--- src/rtl/cke_pm_pkg.sv ---
package cke_pm_pkg;

    typedef enum logic [2:0] {
        CMD_DESL = 3'd0,
        CMD_NOP  = 3'd1,
        CMD_REF  = 3'd2
    } cmd_e;

    typedef enum logic [1:0] {
        DEV_IDLE  = 2'd0,
        DEV_ACT   = 2'd1,
        DEV_READ  = 2'd2,
        DEV_WRITE = 2'd3
    } dev_e;

    typedef enum logic [2:0] {
        M_RUN      = 3'd0,
        M_SUSP_ACT = 3'd1,
        M_SUSP_RD  = 3'd2,
        M_PDN      = 3'd3,
        M_SREF     = 3'd4
    } mode_e;

endpackage

--- src/rtl/cke_pm_fsm.sv ---
module cke_pm_fsm
    import cke_pm_pkg::*;
(
    input  logic       clk,
    input  logic       rst_n,
    input  logic       cke,
    input  logic [2:0] cmd,
    input  logic [1:0] dev_st,
    output logic       clk_valid,
    output mode_e      mode,
    output logic       exit_err,
    output logic       auto_ref,
    output logic       sref_start
);

    typedef struct packed {
        mode_e mode;
        logic  cke;
        logic  err;
    } fsm_t;

    fsm_t s_q, s_d;
    logic is_nop;

    assign is_nop = (cmd == CMD_DESL) || (cmd == CMD_NOP);

    always_comb begin
        s_d        = s_q;
        s_d.cke    = cke;
        s_d.err    = 1'b0;
        auto_ref   = 1'b0;
        sref_start = 1'b0;
        case (s_q.mode)
            M_RUN: begin
                if (s_q.cke && !cke) begin
                    if (dev_st == DEV_IDLE) begin
                        if (is_nop) begin
                            s_d.mode = M_PDN;
                        end else if (cmd == CMD_REF) begin
                            s_d.mode   = M_SREF;
                            sref_start = 1'b1;
                        end else begin
                            s_d.mode = M_SUSP_ACT;
                        end
                    end else if (dev_st == DEV_READ) begin
                        s_d.mode = M_SUSP_RD;
                    end else begin
                        s_d.mode = M_SUSP_ACT;
                    end
                end else if (s_q.cke && cke && cmd == CMD_REF) begin
                    auto_ref = 1'b1;
                end
            end
            M_SUSP_ACT, M_SUSP_RD: begin
                if (cke) s_d.mode = M_RUN;
            end
            M_PDN, M_SREF: begin
                if (cke) begin
                    if (is_nop) s_d.mode = M_RUN;
                    else        s_d.err  = 1'b1;
                end
            end
            default: s_d.mode = M_RUN;
        endcase
    end

    always_ff @(posedge clk) begin
        if (!rst_n) begin
            s_q.mode <= M_RUN;
            s_q.cke  <= 1'b1;
            s_q.err  <= 1'b0;
        end else begin
            s_q <= s_d;
        end
    end

    assign clk_valid = s_q.cke;
    assign mode      = s_q.mode;
    assign exit_err  = s_q.err;

    // idle NOP/deselect with falling clock enable lands in power-down
    p_pdn_entry_r4: assert property (@(posedge clk) disable iff (!rst_n)
        (mode == M_RUN && clk_valid && !cke && dev_st == DEV_IDLE && cmd <= 3'd1)
        |=> mode == M_PDN);

    // idle refresh with falling clock enable lands in self-refresh
    p_sref_entry_r5: assert property (@(posedge clk) disable iff (!rst_n)
        (mode == M_RUN && clk_valid && !cke && dev_st == DEV_IDLE && cmd == 3'd2)
        |=> mode == M_SREF);

    // suspend is left on the first high clock enable
    p_susp_exit_r6: assert property (@(posedge clk) disable iff (!rst_n)
        ((mode == M_SUSP_ACT || mode == M_SUSP_RD) && cke) |=> mode == M_RUN);

    // bad exit command keeps the deep mode and flags it
    p_exit_block_r8: assert property (@(posedge clk) disable iff (!rst_n)
        ((mode == M_PDN || mode == M_SREF) && cke && cmd > 3'd1)
        |=> ($stable(mode) && exit_err));

endmodule

--- src/rtl/cke_pm_reftimer.sv ---
module cke_pm_reftimer #(
    parameter int SREF_CYCLES = 1560,
    parameter int ROW_W       = 13
) (
    input  logic             clk,
    input  logic             rst_n,
    input  logic             in_sref,
    input  logic             sref_start,
    input  logic             auto_ref,
    output logic             ref_pulse,
    output logic [ROW_W-1:0] ref_row
);

    localparam int TMR_W = (SREF_CYCLES > 1) ? $clog2(SREF_CYCLES) : 1;
    localparam logic [TMR_W-1:0] RELOAD = TMR_W'(SREF_CYCLES - 1);

    typedef struct packed {
        logic [TMR_W-1:0] tmr;
        logic [ROW_W-1:0] row;
        logic             pulse;
    } tmr_t;

    tmr_t t_q, t_d;

    always_comb begin
        t_d       = t_q;
        t_d.pulse = 1'b0;
        if (sref_start) begin
            t_d.tmr = RELOAD;
        end else if (in_sref) begin
            if (t_q.tmr == '0) begin
                t_d.tmr   = RELOAD;
                t_d.pulse = 1'b1;
                t_d.row   = t_q.row + 1'b1;
            end else begin
                t_d.tmr = t_q.tmr - 1'b1;
            end
        end
        if (auto_ref) begin
            t_d.pulse = 1'b1;
            t_d.row   = t_q.row + 1'b1;
        end
    end

    always_ff @(posedge clk) begin
        if (!rst_n) begin
            t_q.tmr   <= RELOAD;
            t_q.row   <= '0;
            t_q.pulse <= 1'b0;
        end else begin
            t_q <= t_d;
        end
    end

    assign ref_pulse = t_q.pulse;
    assign ref_row   = t_q.row;

    // every pulse comes with a one-row step (wrapping)
    p_row_step_r9: assert property (@(posedge clk) disable iff (!rst_n)
        ref_pulse |-> ref_row == $past(ref_row) + 1'b1);

    // outside self-refresh and without auto-refresh no pulse follows
    p_quiet_r10: assert property (@(posedge clk) disable iff (!rst_n)
        (!in_sref && !auto_ref) |=> !ref_pulse);

endmodule

--- src/rtl/cke_pwr_ctrl.sv ---
module cke_pwr_ctrl
    import cke_pm_pkg::*;
#(
    parameter int SREF_CYCLES = 1560,
    parameter int ROW_W       = 13
) (
    input  logic             clk,
    input  logic             rst_n,
    input  logic             cke,
    input  logic [2:0]       cmd,
    input  logic [1:0]       dev_st,
    output logic             clk_valid,
    output logic [2:0]       pwr_mode,
    output logic             dq_hold,
    output logic             exit_err,
    output logic             ref_pulse,
    output logic [ROW_W-1:0] ref_row
);

    mode_e mode;
    logic  auto_ref;
    logic  sref_start;

    cke_pm_fsm u_fsm (
        .clk        (clk),
        .rst_n      (rst_n),
        .cke        (cke),
        .cmd        (cmd),
        .dev_st     (dev_st),
        .clk_valid  (clk_valid),
        .mode       (mode),
        .exit_err   (exit_err),
        .auto_ref   (auto_ref),
        .sref_start (sref_start)
    );

    cke_pm_reftimer #(
        .SREF_CYCLES (SREF_CYCLES),
        .ROW_W       (ROW_W)
    ) u_tmr (
        .clk        (clk),
        .rst_n      (rst_n),
        .in_sref    (mode == M_SREF),
        .sref_start (sref_start),
        .auto_ref   (auto_ref),
        .ref_pulse  (ref_pulse),
        .ref_row    (ref_row)
    );

    assign pwr_mode = mode;
    assign dq_hold  = (mode == M_SUSP_RD);

endmodule

--- config.mk ---
export PLATFORM = sky130hd
export DESIGN_NAME = cke_pwr_ctrl
export DESIGN_NICKNAME = d
export VERILOG_FILES = /design/src/rtl/cke_pm_pkg.sv /design/src/rtl/cke_pm_fsm.sv /design/src/rtl/cke_pm_reftimer.sv /design/src/rtl/cke_pwr_ctrl.sv
export SDC_FILE = /design/constraint.sdc
export NUM_CORES = 1
export LEC_CHECK = 0
export ABC_AREA = 1
export BUFFER_PORTS_ARGS = -buffer_cell sky130_fd_sc_hd__buf_2
export CORE_MARGIN = 2
export CORE_UTILIZATION = 39
export DETAILED_ROUTE_END_ITERATION = 8
export MAX_ROUTING_LAYER = met4
export PLACE_DENSITY_LB_ADDON = 0.3
export REMOVE_ABC_BUFFERS = 1
export SLEW_MARGIN = 20
export SYNTH_ARGS = -nofsm -noshare
export SYNTH_HDL_FRONTEND = slang
export SYNTH_SLANG_ARGS = --single-unit
--- constraint.sdc ---
create_clock -name clk -period 2.3 [get_ports clk]
set_input_delay 0.69 -clock clk [delete_from_list [all_inputs] [get_ports clk]]
set_output_delay 0.69 -clock clk [all_outputs]
set_load 0.01 [all_outputs]
==> results of run 1 <==
cells by family after synthesis:
kind of cell,synth area share [%]
AND/OR/NAND/NOR,37.2
buffers and inverters,15.5
flip-flops,36.0
AO/OA/AOI/OAI,7.49
XOR/XNOR,1.57
adder cells (fa/ha/maj),2.25
worst paths after layout:
path	startpoint	endpoint	cells past startpoint
worst max register to register	u_tmr.t_q[14]$_SDFFE_PP1N_	u_tmr.t_q[21]$_SDFFE_PP0N_	11
worst max-delay path	u_fsm.mode[1]$_SDFFE_PN0P_	dq_hold	3
worst min register to register	u_tmr.t_q[14]$_SDFFE_PP1N_	u_tmr.t_q[14]$_SDFFE_PP1N_	2
worst min-delay path	u_tmr.t_q[14]$_SDFFE_PP1N_	u_tmr.t_q[14]$_SDFFE_PP1N_	2
state kept, by name, summed over array words and instances (netlist names):
name / flops
u_tmr.ref_row: 13
u_tmr.ref_pulse: 1
u_tmr.t_q: 11
u_fsm.exit_err: 1
u_fsm.mode: 3
u_fsm.clk_valid: 1
synthesized netlist by cell type, types with 3 or more instances:
| cell type | number |
|---|---|
| nand3b_1 | 3 |
| buf_4 | 13 |
| nor2_1 | 40 |
| nand3_1 | 29 |
| nand2_1 | 50 |
| a21oi_1 | 18 |
| o21ai_0 | 5 |
| dfxtp_1 | 30 |
| nand2_4 | 3 |
| ha_1 | 3 |
| nor3_1 | 6 |
| inv_1 | 33 |
report_power, final:
part	leakage, nW	switching, mW	internal (mW)
clock	0.0575	0.189	0.302
sequential	0.243	0.0436	0.554
combinational	0.608	0.199	0.107
total	0.908	0.431	0.962
tightest hold or removal path, delay by kind of cell, from the launching register on:
kind / cells / cell delay, ns
and+or+nand+nor: 2 / 0.13
DFF: 1 / 0.33
final cells by class:
type / instances / area, um^2
Multi-Input combinational cell: 169 / 811
Sequential cell: 30 / 601
Clock buffer: 8 / 110
Timing Repair Buffer: 28 / 143
Tap cell: 50 / 62.6
Fill cell: 416 / 2200
Inverter: 35 / 131
metal layers:
metal | part of all wire [%] | global-route usage, % | up-vias
met5 | 0 | - | -
met4 | 1.1 | 5.01 | 0
met3 | 3.2 | 3.63 | 4
met2 | 44 | 21.5 | 25
met1 | 52 | 18.9 | 662
li1 | - | - | 817
==> flow_metrics.env, run 1 <==
export IMPL_outcome="finished clean"
export IMPL_cts_root_buf="clkbuf_8"
export IMPL_critPathBufInv=2
export IMPL_p_leak_nw=0.908
export IMPL_start_util_pct=41.2
export IMPL_drt_total_wl_um=3240
export IMPL_cts_tree="built"
export IMPL_wire_per_inst_um=10.1
export IMPL_hold_ws_ns=0.493
export IMPL_rsz0062_at_grt="false"
export IMPL_hold_viol_final=0
export IMPL_cts_num_sinks=30
export IMPL_grt_pass1_wl_um=5610
export IMPL_ant_nets=0
export IMPL_ys_seq_area_share_pct=36.0
export IMPL_clock_path_buffers=2
export IMPL_finalWorstSetupSlack_ns=0.553
export IMPL_finClkSkew_ns=0.00360
export IMPL_fin_area_um2=1860
export IMPL_ys_flop_type="dfxtp_1"
export IMPL_first_iter_violations=51
export IMPL_syn_area_per_cell_um2=6.65
export IMPL_design_portCount=28
export IMPL_yosys_area_top_type_share_pct=36.0
export IMPL_layout_common_cells="50 x nand2_1, 40 x nor2_1, 33 x inv_1, 30 x dfxtp_1, 29 x nand3_1"
export IMPL_utilization_pct=45.8
export IMPL_powerDensity_nw_per_um2=750
export IMPL_slew_headroom_pct=70.3
export IMPL_drt_pass1_iterations=4
export IMPL_cp_top_family="flip-flops"
export IMPL_fmax_mhz=572
export IMPL_arrival_ns=1.06
export IMPL_cp_cell_sequence="inv_1 > nor3_1 > buf_2"
export IMPL_yosysWarnings=0
export IMPL_cap_violations=0
export IMPL_cts_resized=0
export IMPL_critical_path_slowest_cell="dfxtp_1"
export IMPL_ctsHoldBuffers=0
export IMPL_grt_max_degree=25
export IMPL_dieArea_um2=4820
export IMPL_post_place_ws_ns=0.515
export IMPL_track_usage_pct=14.4
export IMPL_min_period_ns=1.75
export IMPL_slew_viol_final=0
export IMPL_synth_top_area_cell="dfxtp_1"
export IMPL_clk_latency_ns=0.27
export IMPL_worst_pin_slew_ns=0.443
export IMPL_vdd_drop_max_mv=0.473
export IMPL_syn_to_final_growth_pct=11.2
export IMPL_die_x_um=69.4
export IMPL_postCtsSetupRepairBufs=0
export IMPL_core_area_um2=4060
export IMPL_post_route_period_util_pct=76.0
export IMPL_yosysUniqueCellTypes=26
export IMPL_setup_viol=0
export IMPL_crit_path_end_kind="primary output"
export IMPL_diodes=0
export IMPL_fin_nets=280
export IMPL_grt_pass1_vias=1308
export IMPL_portBuffers=27
export IMPL_die_height_um=69.4
export IMPL_h_tree_depth=2
export IMPL_r2r_setup_slack_ns=0.73
export IMPL_syn_area_um2=1670
export IMPL_rows=23
export IMPL_syn_instance_count=251
export IMPL_overflow=0
export IMPL_drive_gt1_share_pct=17.0
export IMPL_ys_ff_latch=30
export IMPL_async_flop_share_pct=0
export IMPL_synth_edf_count=0
export IMPL_required_ns=1.61
export IMPL_drc_errors=0
export IMPL_dp_hpwl_um=2440
export IMPL_hold_path_class="reg2reg"
export IMPL_max_stage_delay_ns=0.43
export IMPL_final_common_cell="nand2_1"
export IMPL_yosys_top_cells_area="dfxtp_1 36%, nand2_1 11%, nor2_1 9.0%, nand3_1 8.7%, inv_1 7.4%"
export IMPL_dp_cells=312
export IMPL_critPathKind="reg2out"
export IMPL_crit_fanout=5
export IMPL_power_total_mw=1.39
export IMPL_place_congestion=0.813
export IMPL_clk_pin_slew_ns=0.06
export IMPL_tns_ns=0
export IMPL_antenna_found_initial=0
export IMPL_num_vias=1508
export IMPL_stdcell_count=320
export IMPL_place_area_um2=1750
export IMPL_cts_inserted_buffers=5
export IMPL_setup_worst_path_start_class="register"
export IMPL_viasPerCell=4.71
Power figures use the tool's default switching activity.
==> run 2: changes to the inputs <==
==> constraint.sdc (replaced) <==
create_clock -name clk -period 1.6 [get_ports clk]
set_input_delay 0.48 -clock clk [delete_from_list [all_inputs] [get_ports clk]]
set_output_delay 0.48 -clock clk [all_outputs]
set_load 0.01 [all_outputs]
==> flow_metrics.env, run 2 (same netlist as run 1, synthesis figures left out) <==
export IMPL_drive_gt1_share_pct=19.3
export IMPL_die_height_um=69.4
export IMPL_ant_nets=0
export IMPL_p_leak_nw=0.929
export IMPL_drt_pass1_iterations=4
export IMPL_cts_root_buf="clkbuf_8"
export IMPL_drc_errors=0
export IMPL_ctsHoldBuffers=0
export IMPL_hp_start="u_tmr.t_q[14]$_SDFFE_PP1N_"
export IMPL_cts_tree="built"
export IMPL_slew_headroom_pct=71.6
export IMPL_wire_per_inst_um=9.96
export IMPL_postCtsSetupRepairBufs=0
export IMPL_overflow=0
export IMPL_min_period_ns=1.49
export IMPL_viasPerCell=4.66
export IMPL_rows=23
export IMPL_drt_total_wl_um=3240
export IMPL_r2r_start="u_tmr.t_q[15]$_SDFFE_PP1N_"
export IMPL_cap_violations=0
export IMPL_setup_worst_path_start_class="register"
export IMPL_critPathKind="reg2out"
export IMPL_place_congestion=0.824
export IMPL_start_util_pct=41.2
export IMPL_crit_path_start="u_fsm.mode[2]$_SDFFE_PN0P_"
export IMPL_cts_inserted_buffers=5
export IMPL_h_tree_depth=2
export IMPL_dp_cells=317
export IMPL_design_portCount=28
export IMPL_grt_pass1_vias=1310
export IMPL_antenna_found_initial=0
export IMPL_vdd_drop_max_mv=0.662
export IMPL_die_x_um=69.4
export IMPL_outcome="finished clean"
export IMPL_dp_hpwl_um=2400
export IMPL_powerDensity_nw_per_um2=1030
export IMPL_power_total_mw=1.94
export IMPL_layout_common_cells="50 x nand2_1, 39 x nor2_1, 33 x inv_1, 29 x dfxtp_1, 28 x nand3_1"
export IMPL_core_area_um2=4060
export IMPL_finalWorstSetupSlack_ns=0.114
export IMPL_grt_max_degree=25
export IMPL_clk_latency_ns=0.28
export IMPL_track_usage_pct=14.6
export IMPL_diodes=0
export IMPL_syn_to_final_growth_pct=13.4
export IMPL_clock_path_buffers=2
export IMPL_rsz0062_at_grt="true"
export IMPL_grt_pass1_wl_um=5530
export IMPL_fmax_mhz=673
export IMPL_dieArea_um2=4820
export IMPL_required_ns=1.12
export IMPL_finClkSkew_ns=0.00548
export IMPL_post_route_period_util_pct=92.9
export IMPL_hold_path_class="reg2reg"
export IMPL_setup_viol=0
export IMPL_hold_viol_final=0
export IMPL_post_place_ws_ns=0.0346
export IMPL_crit_path_end_kind="primary output"
export IMPL_num_vias=1514
export IMPL_clk_pin_slew_ns=0.06
export IMPL_portBuffers=27
export IMPL_stdcell_count=325
export IMPL_final_common_cell="nand2_1"
export IMPL_cts_num_sinks=30
export IMPL_fin_nets=285
export IMPL_crit_fanout=7
export IMPL_tns_ns=0
export IMPL_slew_viol_final=0
export IMPL_worst_pin_slew_ns=0.423
export IMPL_largest_register_ff_count=13
export IMPL_cts_resized=0
export IMPL_first_iter_violations=76
export IMPL_arrival_ns=1.01
==> run 2: cell count changes in the layout (fill, tap and decap cells not counted), sizes merged <==
cell,delta
clkinv,+1
buf,+5
clkbuf,-1
==> run 2: final timing paths <==
path	to	slack, ns	cells past startpoint
worst max register to register	u_tmr.ref_row[9]$_SDFFE_PN0P_	0.15	10
worst max-delay path	dq_hold	0.11	2
worst min-delay path	u_tmr.t_q[14]$_SDFFE_PP1N_	0.48	2
worst min register to register	u_tmr.t_q[14]$_SDFFE_PP1N_	0.48	2
==> run 2: where the power goes <==
| group | switching [mW] | internal (mW) | total, mW |
|---|---|---|---|
| logic | 0.276 | 0.178 | 0.454 |
| clock network | 0.284 | 0.346 | 0.630 |
| registers | 0.0621 | 0.799 | 0.861 |
==> run 2: area by class of cell <==
class / count / area, um^2
Fill cell: 412 / 2160
Multi-Input combinational cell: 169 / 827
Sequential cell: 30 / 602
Timing Repair Buffer: 33 / 180
Inverter: 35 / 131
Clock buffer: 7 / 86.3
Tap cell: 50 / 62.6
Clock inverter: 1 / 5.00
==> run 2: through the flow <==
stage,hold slack [ns],area (um^2),utilization [%]
2_1_floorplan,0.442,1540,-
3_3_place_gp,0.459,1790,44.0
3_5_place_dp,0.461,1790,44.0
4_1_cts,0.481,1880,46.3
5_1_grt,0.492,1890,46.7
6_report,0.479,1890,46.7
==> run 2: worst max-delay path, stage by stage, from the launching register on <==
cell and delay [ns]:
dfxtp_1 0.38, nor3_1 0.19, buf_2 0.15
==> run 2: per-layer routing <==
metal / vias up / global-route usage [%] / share of wire [%]
met3: 6 / 3.92 / 3.8
met1: 660 / 18.4 / 50
met4: 0 / 6.32 / 1.8
met5: - / - / 0
li1: 820 / - / -
met2: 28 / 21.9 / 44
